### config.mk
export PLATFORM = sky130hd
export DESIGN_NAME = tdm_slot_port
export DESIGN_NICKNAME = d
export VERILOG_FILES = /design/src/rtl/tdm_slot_pkg.sv /design/src/rtl/tdm_bit_timer.sv /design/src/rtl/tdm_frame_ctr.sv /design/src/rtl/tdm_lane.sv /design/src/rtl/tdm_slot_port.sv
export SDC_FILE = /design/constraint.sdc
export NUM_CORES = 1
export LEC_CHECK = 0
export BUFFER_PORTS_ARGS = -buffer_cell sky130_fd_sc_hd__buf_2
export CORE_MARGIN = 3
export CORE_UTILIZATION = 56
export CTS_CLUSTER_SIZE = 10
export DETAILED_ROUTE_END_ITERATION = 6
export GPL_TIMING_DRIVEN = 0
export PLACE_DENSITY = 0.88
export SKIP_CTS_REPAIR_TIMING = 1
export SLEW_MARGIN = 0
export SYNTH_ARGS = -nofsm -noshare
export SYNTH_HDL_FRONTEND = slang
export SYNTH_SLANG_ARGS = --single-unit
export TNS_END_PERCENT = 100
### constraint.sdc
create_clock -name clk -period 4.9 [get_ports clk]
set_input_delay 0.98 -clock clk [delete_from_list [all_inputs] [get_ports clk]]
set_output_delay 0.98 -clock clk [all_outputs]
set_load 0.05 [all_outputs]
### src/rtl/tdm_slot_pkg.sv
package tdm_slot_pkg;
   localparam int GSEL_W = 2;

   typedef enum logic {
      MAP_PCM = 1'b0,
      MAP_PIN = 1'b1
   } map_mode_e;
endpackage

### src/rtl/tdm_bit_timer.sv
module tdm_bit_timer
   import tdm_slot_pkg::*;
(
   input  logic      clk,
   input  logic      rst_n,
   input  logic      bclk,
   input  logic      fsync,
   input  map_mode_e mode,
   input  logic      dbl_clk,
   output logic      tx_tick,
   output logic      rx_tick
);
   logic bclk_q, skip_q, armed_q;
   logic rise, fall, half;

   always_comb begin
      rise    = bclk & ~bclk_q;
      fall    = ~bclk & bclk_q;
      half    = (mode == MAP_PIN) && dbl_clk;
      tx_tick = rise && (!half || fsync || !skip_q);
      rx_tick = fall && armed_q;
   end

   always_ff @(posedge clk) begin
      if (!rst_n) begin
         bclk_q  <= 1'b0;
         skip_q  <= 1'b0;
         armed_q <= 1'b0;
      end else begin
         bclk_q <= bclk;
         if (!half)
            skip_q <= 1'b0;
         else if (rise)
            skip_q <= fsync ? 1'b1 : ~skip_q;
         if (tx_tick)
            armed_q <= 1'b1;
         else if (fall)
            armed_q <= 1'b0;
      end
   end
endmodule

### src/rtl/tdm_frame_ctr.sv
module tdm_frame_ctr #(
   parameter int POS_W = 8
) (
   input  logic             clk,
   input  logic             rst_n,
   input  logic             tx_tick,
   input  logic             fsync,
   output logic [POS_W-1:0] pos,
   output logic [POS_W-1:0] pos_nxt,
   output logic             synced,
   output logic             synced_nxt
);
   always_comb begin
      pos_nxt    = fsync ? '0 : pos + 1'b1;
      synced_nxt = synced | fsync;
   end

   always_ff @(posedge clk) begin
      if (!rst_n) begin
         pos    <= '0;
         synced <= 1'b0;
      end else if (tx_tick) begin
         pos    <= pos_nxt;
         synced <= synced_nxt;
      end
   end
endmodule

### src/rtl/tdm_lane.sv
module tdm_lane #(
   parameter int SW     = 8,
   parameter int SLOT_W = 5,
   parameter int IDX_W  = 3
) (
   input  logic                    clk,
   input  logic                    rst_n,
   input  logic                    active,
   input  logic [SLOT_W-1:0]       slot,
   input  logic [SLOT_W+IDX_W-1:0] pos,
   input  logic [SLOT_W+IDX_W-1:0] pos_nxt,
   input  logic                    synced,
   input  logic                    synced_nxt,
   input  logic                    rx_tick,
   input  logic                    din,
   input  logic [SW-1:0]           tx_sample,
   output logic                    tx_hit,
   output logic                    tx_bit,
   output logic [SW-1:0]           rx_sample,
   output logic                    rx_vld
);
   localparam int               POS_W = SLOT_W + IDX_W;
   localparam logic [IDX_W-1:0] LAST  = IDX_W'(SW - 1);

   logic [SW-2:0] sh_q;
   logic          rx_hit, rx_last;

   always_comb begin
      tx_hit  = active && synced_nxt && (pos_nxt[POS_W-1:IDX_W] == slot);
      tx_bit  = tx_sample[LAST - pos_nxt[IDX_W-1:0]];
      rx_hit  = active && synced && (pos[POS_W-1:IDX_W] == slot);
      rx_last = (pos[IDX_W-1:0] == LAST);
   end

   always_ff @(posedge clk) begin
      if (!rst_n) begin
         sh_q      <= '0;
         rx_sample <= '0;
         rx_vld    <= 1'b0;
      end else begin
         rx_vld <= 1'b0;
         if (rx_tick && rx_hit) begin
            sh_q <= {sh_q[SW-3:0], din};
            if (rx_last) begin
               rx_sample <= {sh_q, din};
               rx_vld    <= 1'b1;
            end
         end
      end
   end
endmodule

### src/rtl/tdm_slot_port.sv
module tdm_slot_port
   import tdm_slot_pkg::*;
#(
   parameter int NCH    = 4,
   parameter int SW     = 8,
   parameter int NSLOTS = 32
) (
   input  logic                               clk,
   input  logic                               rst_n,
   input  logic                               bclk,
   input  logic                               fsync,
   input  logic                               din,
   output logic                               dout,
   output logic                               dout_oe,
   input  logic                               gci_mode,
   input  logic                               dbl_clk,
   input  logic [GSEL_W-1:0]                  gsel,
   input  logic [NCH-1:0]                     pwr_en,
   input  logic [NCH*$clog2(NSLOTS)-1:0]      pcm_slots,
   input  logic [NCH*SW-1:0]                  tx_samples,
   output logic [NCH*SW-1:0]                  rx_samples,
   output logic [NCH-1:0]                     rx_valid
);
   localparam int SLOT_W = $clog2(NSLOTS);
   localparam int IDX_W  = $clog2(SW);
   localparam int POS_W  = SLOT_W + IDX_W;
   localparam int CH_W   = (NCH > 1) ? $clog2(NCH) : 1;

   if (SW != (1 << IDX_W) || SW < 4) begin : g_bad_sw
      $error("SW must be a power of two of at least 4");
   end
   if (NSLOTS != (1 << SLOT_W)) begin : g_bad_slots
      $error("NSLOTS must be a power of two");
   end
   if (SLOT_W < GSEL_W + CH_W) begin : g_bad_map
      $error("NSLOTS too small for pin-selected slot groups");
   end

   map_mode_e        mode;
   logic             tx_tick, rx_tick;
   logic [POS_W-1:0] pos, pos_nxt;
   logic             synced, synced_nxt;
   logic [NCH-1:0]   hits, bits;

   assign mode = map_mode_e'(gci_mode);

   tdm_bit_timer u_timer (
      .clk     (clk),
      .rst_n   (rst_n),
      .bclk    (bclk),
      .fsync   (fsync),
      .mode    (mode),
      .dbl_clk (dbl_clk),
      .tx_tick (tx_tick),
      .rx_tick (rx_tick)
   );

   tdm_frame_ctr #(.POS_W(POS_W)) u_ctr (
      .clk        (clk),
      .rst_n      (rst_n),
      .tx_tick    (tx_tick),
      .fsync      (fsync),
      .pos        (pos),
      .pos_nxt    (pos_nxt),
      .synced     (synced),
      .synced_nxt (synced_nxt)
   );

   for (genvar i = 0; i < NCH; i++) begin : g_lane
      logic [SLOT_W-1:0] slot_i;

      always_comb begin
         if (mode == MAP_PIN)
            slot_i = SLOT_W'({gsel, CH_W'(i)});
         else
            slot_i = pcm_slots[i*SLOT_W +: SLOT_W];
      end

      tdm_lane #(.SW(SW), .SLOT_W(SLOT_W), .IDX_W(IDX_W)) u_lane (
         .clk        (clk),
         .rst_n      (rst_n),
         .active     (pwr_en[i]),
         .slot       (slot_i),
         .pos        (pos),
         .pos_nxt    (pos_nxt),
         .synced     (synced),
         .synced_nxt (synced_nxt),
         .rx_tick    (rx_tick),
         .din        (din),
         .tx_sample  (tx_samples[i*SW +: SW]),
         .tx_hit     (hits[i]),
         .tx_bit     (bits[i]),
         .rx_sample  (rx_samples[i*SW +: SW]),
         .rx_vld     (rx_valid[i])
      );
   end

   always_ff @(posedge clk) begin
      if (!rst_n) begin
         dout    <= 1'b0;
         dout_oe <= 1'b0;
      end else if (tx_tick) begin
         dout    <= |(hits & bits);
         dout_oe <= |hits;
      end
   end
endmodule

==> qor.txt <==
Status: complete, no violations
Hold Crit Endpoint: g_lane[3].u_lane.rx_sample[7]
CP required: 5.17 ns
Hold path startpoint: g_lane[3].u_lane.sh_q[6]
Worst EP arrival: 3.47 ns
Vias: 4205
CTS Buffer Depth: 2
Slew margin rel.: 52.8%
ANT cells: 0
Final Power: 0.00125 W
Crit path largest cell delay: 0.56 ns
Worst R2R Path Depth: 9
Layout cells sized above 1: 24.7%
Worst hold path type: reg2reg
Largest net degree at the start of global routing: 15
TritonCTS clock tree: yes
Setup Skew: 0.00731 ns
Post-Syn Area per Cell: 8.66 sq um
Crit-path max FO: 10
Setup TNS: 0 ns
CP Cell Sequence: buf_2, clkbuf_1, clkbuf_1, clkbuf_1, nand2_1, a2111oi_1, nor3_1, a31oi_1
Worst-path clk slew: 0.08 ns
Die width: 94.7 um
Post-Synthesis Cell Area: 4400 sq um
Post-synth ARST share: 0%
Post-synth EDFFs: 0
Largest cells by area after synthesis: dfxtp_1 35%, mux2i_1 17%, nor2_1 7.6%
Count leader, synth: nor2_1
H-tree depth: 3
Routed vias/inst: 5.82
Residual DRC: 0
Seq/Total Area, Yosys: 35.5%
Worst-Skew Late Latency: 0.35 ns
# setup viols final: 0
I/O pin total: 103
Reg2reg start: u_ctr.pos[1]
RSZ-0062 raised after global routing: no
Post-synth top cells: 89 x nor2_1, 78 x dfxtp_1, 73 x mux2i_1
Most used cell, CP: clkbuf_1
Port Buf Inserts: 100
Fmax: 312 MHz
GR Util All Layers: 27.1%
Syn-to-layout area delta: 18.6%
Drt total wl: 12100 um
Clk root buf: clkbuf_8
Placed inst area: 5030 sq um
Post-synthesis register bit count: 78
Lkg Pwr: 2.57 nW
DRT Pass-1 Iters: 5
Post-Synthesis Cells: 508
Kind of end point of the critical path: flop
Ys Warns: 0
Top-area cell type share of the netlist area: 35.5%
Crit Path Class: in2reg
Pwr dens: 240 nW/um^2
Hold_ws: 0.486 ns
Dpl cells: 707
Max Cap Violations: 0
Core area: 7450 sq um
Critical R2R Capture: dout
Grt ovf: 0
Vert. Die Dim: 94.7 um
Buf/Inv on CP: 4
Post-synth top flop: dfxtp_1
Worst path slowest cell: a2111oi_1
Clock net sink count: 78
Vias in the first global route: 3938
First-pass GRT wire length: 19400 um
FF-to-FF setup slack: 1.91 ns
Final Non-Filler Cells: 723
Initial core utilization: 59.1%
Average wire per standard cell: 16.7 um
Family with the most delay on the worst path: buffers and inverters
Initial antenna violation count: 0
Distinct cells, synth: 68
Post-synth net total: 575
Total die area: 8960 sq um
Layout Cell Area excl Fill: 5220 sq um
Period minus WS final: 3.20 ns
Row cnt: 31
Initial DRC count: 328
Slew Limit Fails: 0
Worst setup SP type: input pin
Largest area contributor in the netlist: dfxtp_1
Detail Route Antenna Nets: 0
Final hold vios: 0
Period utilization: 65.4%
Peak VDD IR: 0.322 mV
Dpl hpwl: 9200 um
Cts bufs inserted: 9
Final #Nets: 686
Slew @ Worst Pin: 0.689 ns
Hold path cells: 2
Gp weighted congestion: 0.929
-- cell usage in the layout (no fill, tap or decap), drive strengths merged, types with 4 or more instances in the layout --
| cell type | Yosys | routed |
|---|---|---|
| and2 | 4 | 4 |
| buf | 19 | 119 |
| dfxtp | 78 | 78 |
| nand4 | 6 | 6 |
| o21ai | 20 | 20 |
| or4 | 6 | 6 |
| xor2 | 7 | 7 |
| nor2 | 89 | 89 |
| inv | 13 | 15 |
| a22oi | 5 | 5 |
| a2111oi | 4 | 4 |
| nor4 | 4 | 4 |
| nand2 | 19 | 19 |
| clkbuf | 19 | 29 |
| mux2i | 74 | 74 |
| mux2 | 5 | 5 |
| and3 | 7 | 7 |
| nor3 | 7 | 7 |
| xnor2 | 16 | 16 |
| or2 | 4 | 4 |
| a31oi | 7 | 7 |
| nand2b | 7 | 7 |
| nand3 | 10 | 10 |
| or3 | 4 | 4 |
| nor2b | 10 | 10 |
| a21oi | 24 | 24 |
-- report_power, final --
| group | switching (W) | internal (W) |
|---|---|---|
| registers | 0.00000314 | 0.000637 |
| clock network | 0.000233 | 0.000239 |
| logic | 0.0000842 | 0.0000581 |
-- worst max-delay path by stage --
| stage | from | endpoint | slack [ns] | cells past startpoint |
|---|---|---|---|---|
| 6_report | fsync | dout_oe | 1.70 | 8 |
| 5_1_grt | fsync | dout_oe | 1.55 | 8 |
| 4_1_cts | fsync | dout_oe | 1.77 | 8 |
| 3_5_place_dp | fsync | dout | 1.42 | 8 |
| 3_3_place_gp | fsync | dout_oe | 1.43 | 8 |
| 2_1_floorplan | gci_mode | g_lane[1].u_lane.rx_sample[0] | 2.02 | 9 |
-- sequential cells by signal, indices dropped and copies added (netlist names) --
signal and cells:
dout 1, dout_oe 1, g_lane.u_lane.rx_sample 32, g_lane.u_lane.rx_vld 4, g_lane.u_lane.sh_q 28, u_ctr.pos 8, u_ctr.synced 1, u_timer.armed_q 1
u_timer.bclk_q 1, u_timer.skip_q 1
-- worst register-to-register path: cells and delay by family (launching register included) --
kind	cells	cell delay, ns
buffers and inverters	2	0.87
adder cells (fa/ha/maj)	2	0.60
AO/OA/AOI/OAI	4	0.59
multiplexers	1	0.48
flip-flops	1	0.37
-- metrics by stage --
step / util, % / setup slack (ns)
3_5_place_dp: 67.5 / 1.42
5_1_grt: 70.1 / 1.55
2_1_floorplan: - / 2.02
3_3_place_gp: 67.5 / 1.43
6_report: 70.1 / 1.70
4_1_cts: 70.1 / 1.77
-- cells by family after synthesis --
kind of cell / synth area share [%]
flip-flops: 35.5
XOR/XNOR: 4.75
AO/OA/AOI/OAI: 13.5
buffers and inverters: 5.29
adder cells (fa/ha/maj): 0.568
multiplexers: 19.2
AND/OR/NAND/NOR: 21.2
-- final cells by class --
type / instances / area [sq um]
repair buffers: 100 / 500
plain buffers: 38 / 184
flip-flops and latches: 78 / 1560
well taps: 99 / 124
clock buffers: 10 / 128
inverters: 13 / 48.8
multi-input cells: 379 / 2610
clock inverters: 6 / 68.8
fillers: 576 / 2220
-- routing by layer --
metal / global-route usage [%] / routed length, um / vias to the layer above
li1: - / - / 2017
met1: 35.2 / 4980 / 1981
met2: 47.3 / 6080 / 198
met3: 4.70 / 941 / 9
met4: 5.65 / 88 / 0
met5: 0 / 0 / -
No activity file was read; power rests on OpenSTA's default activity.
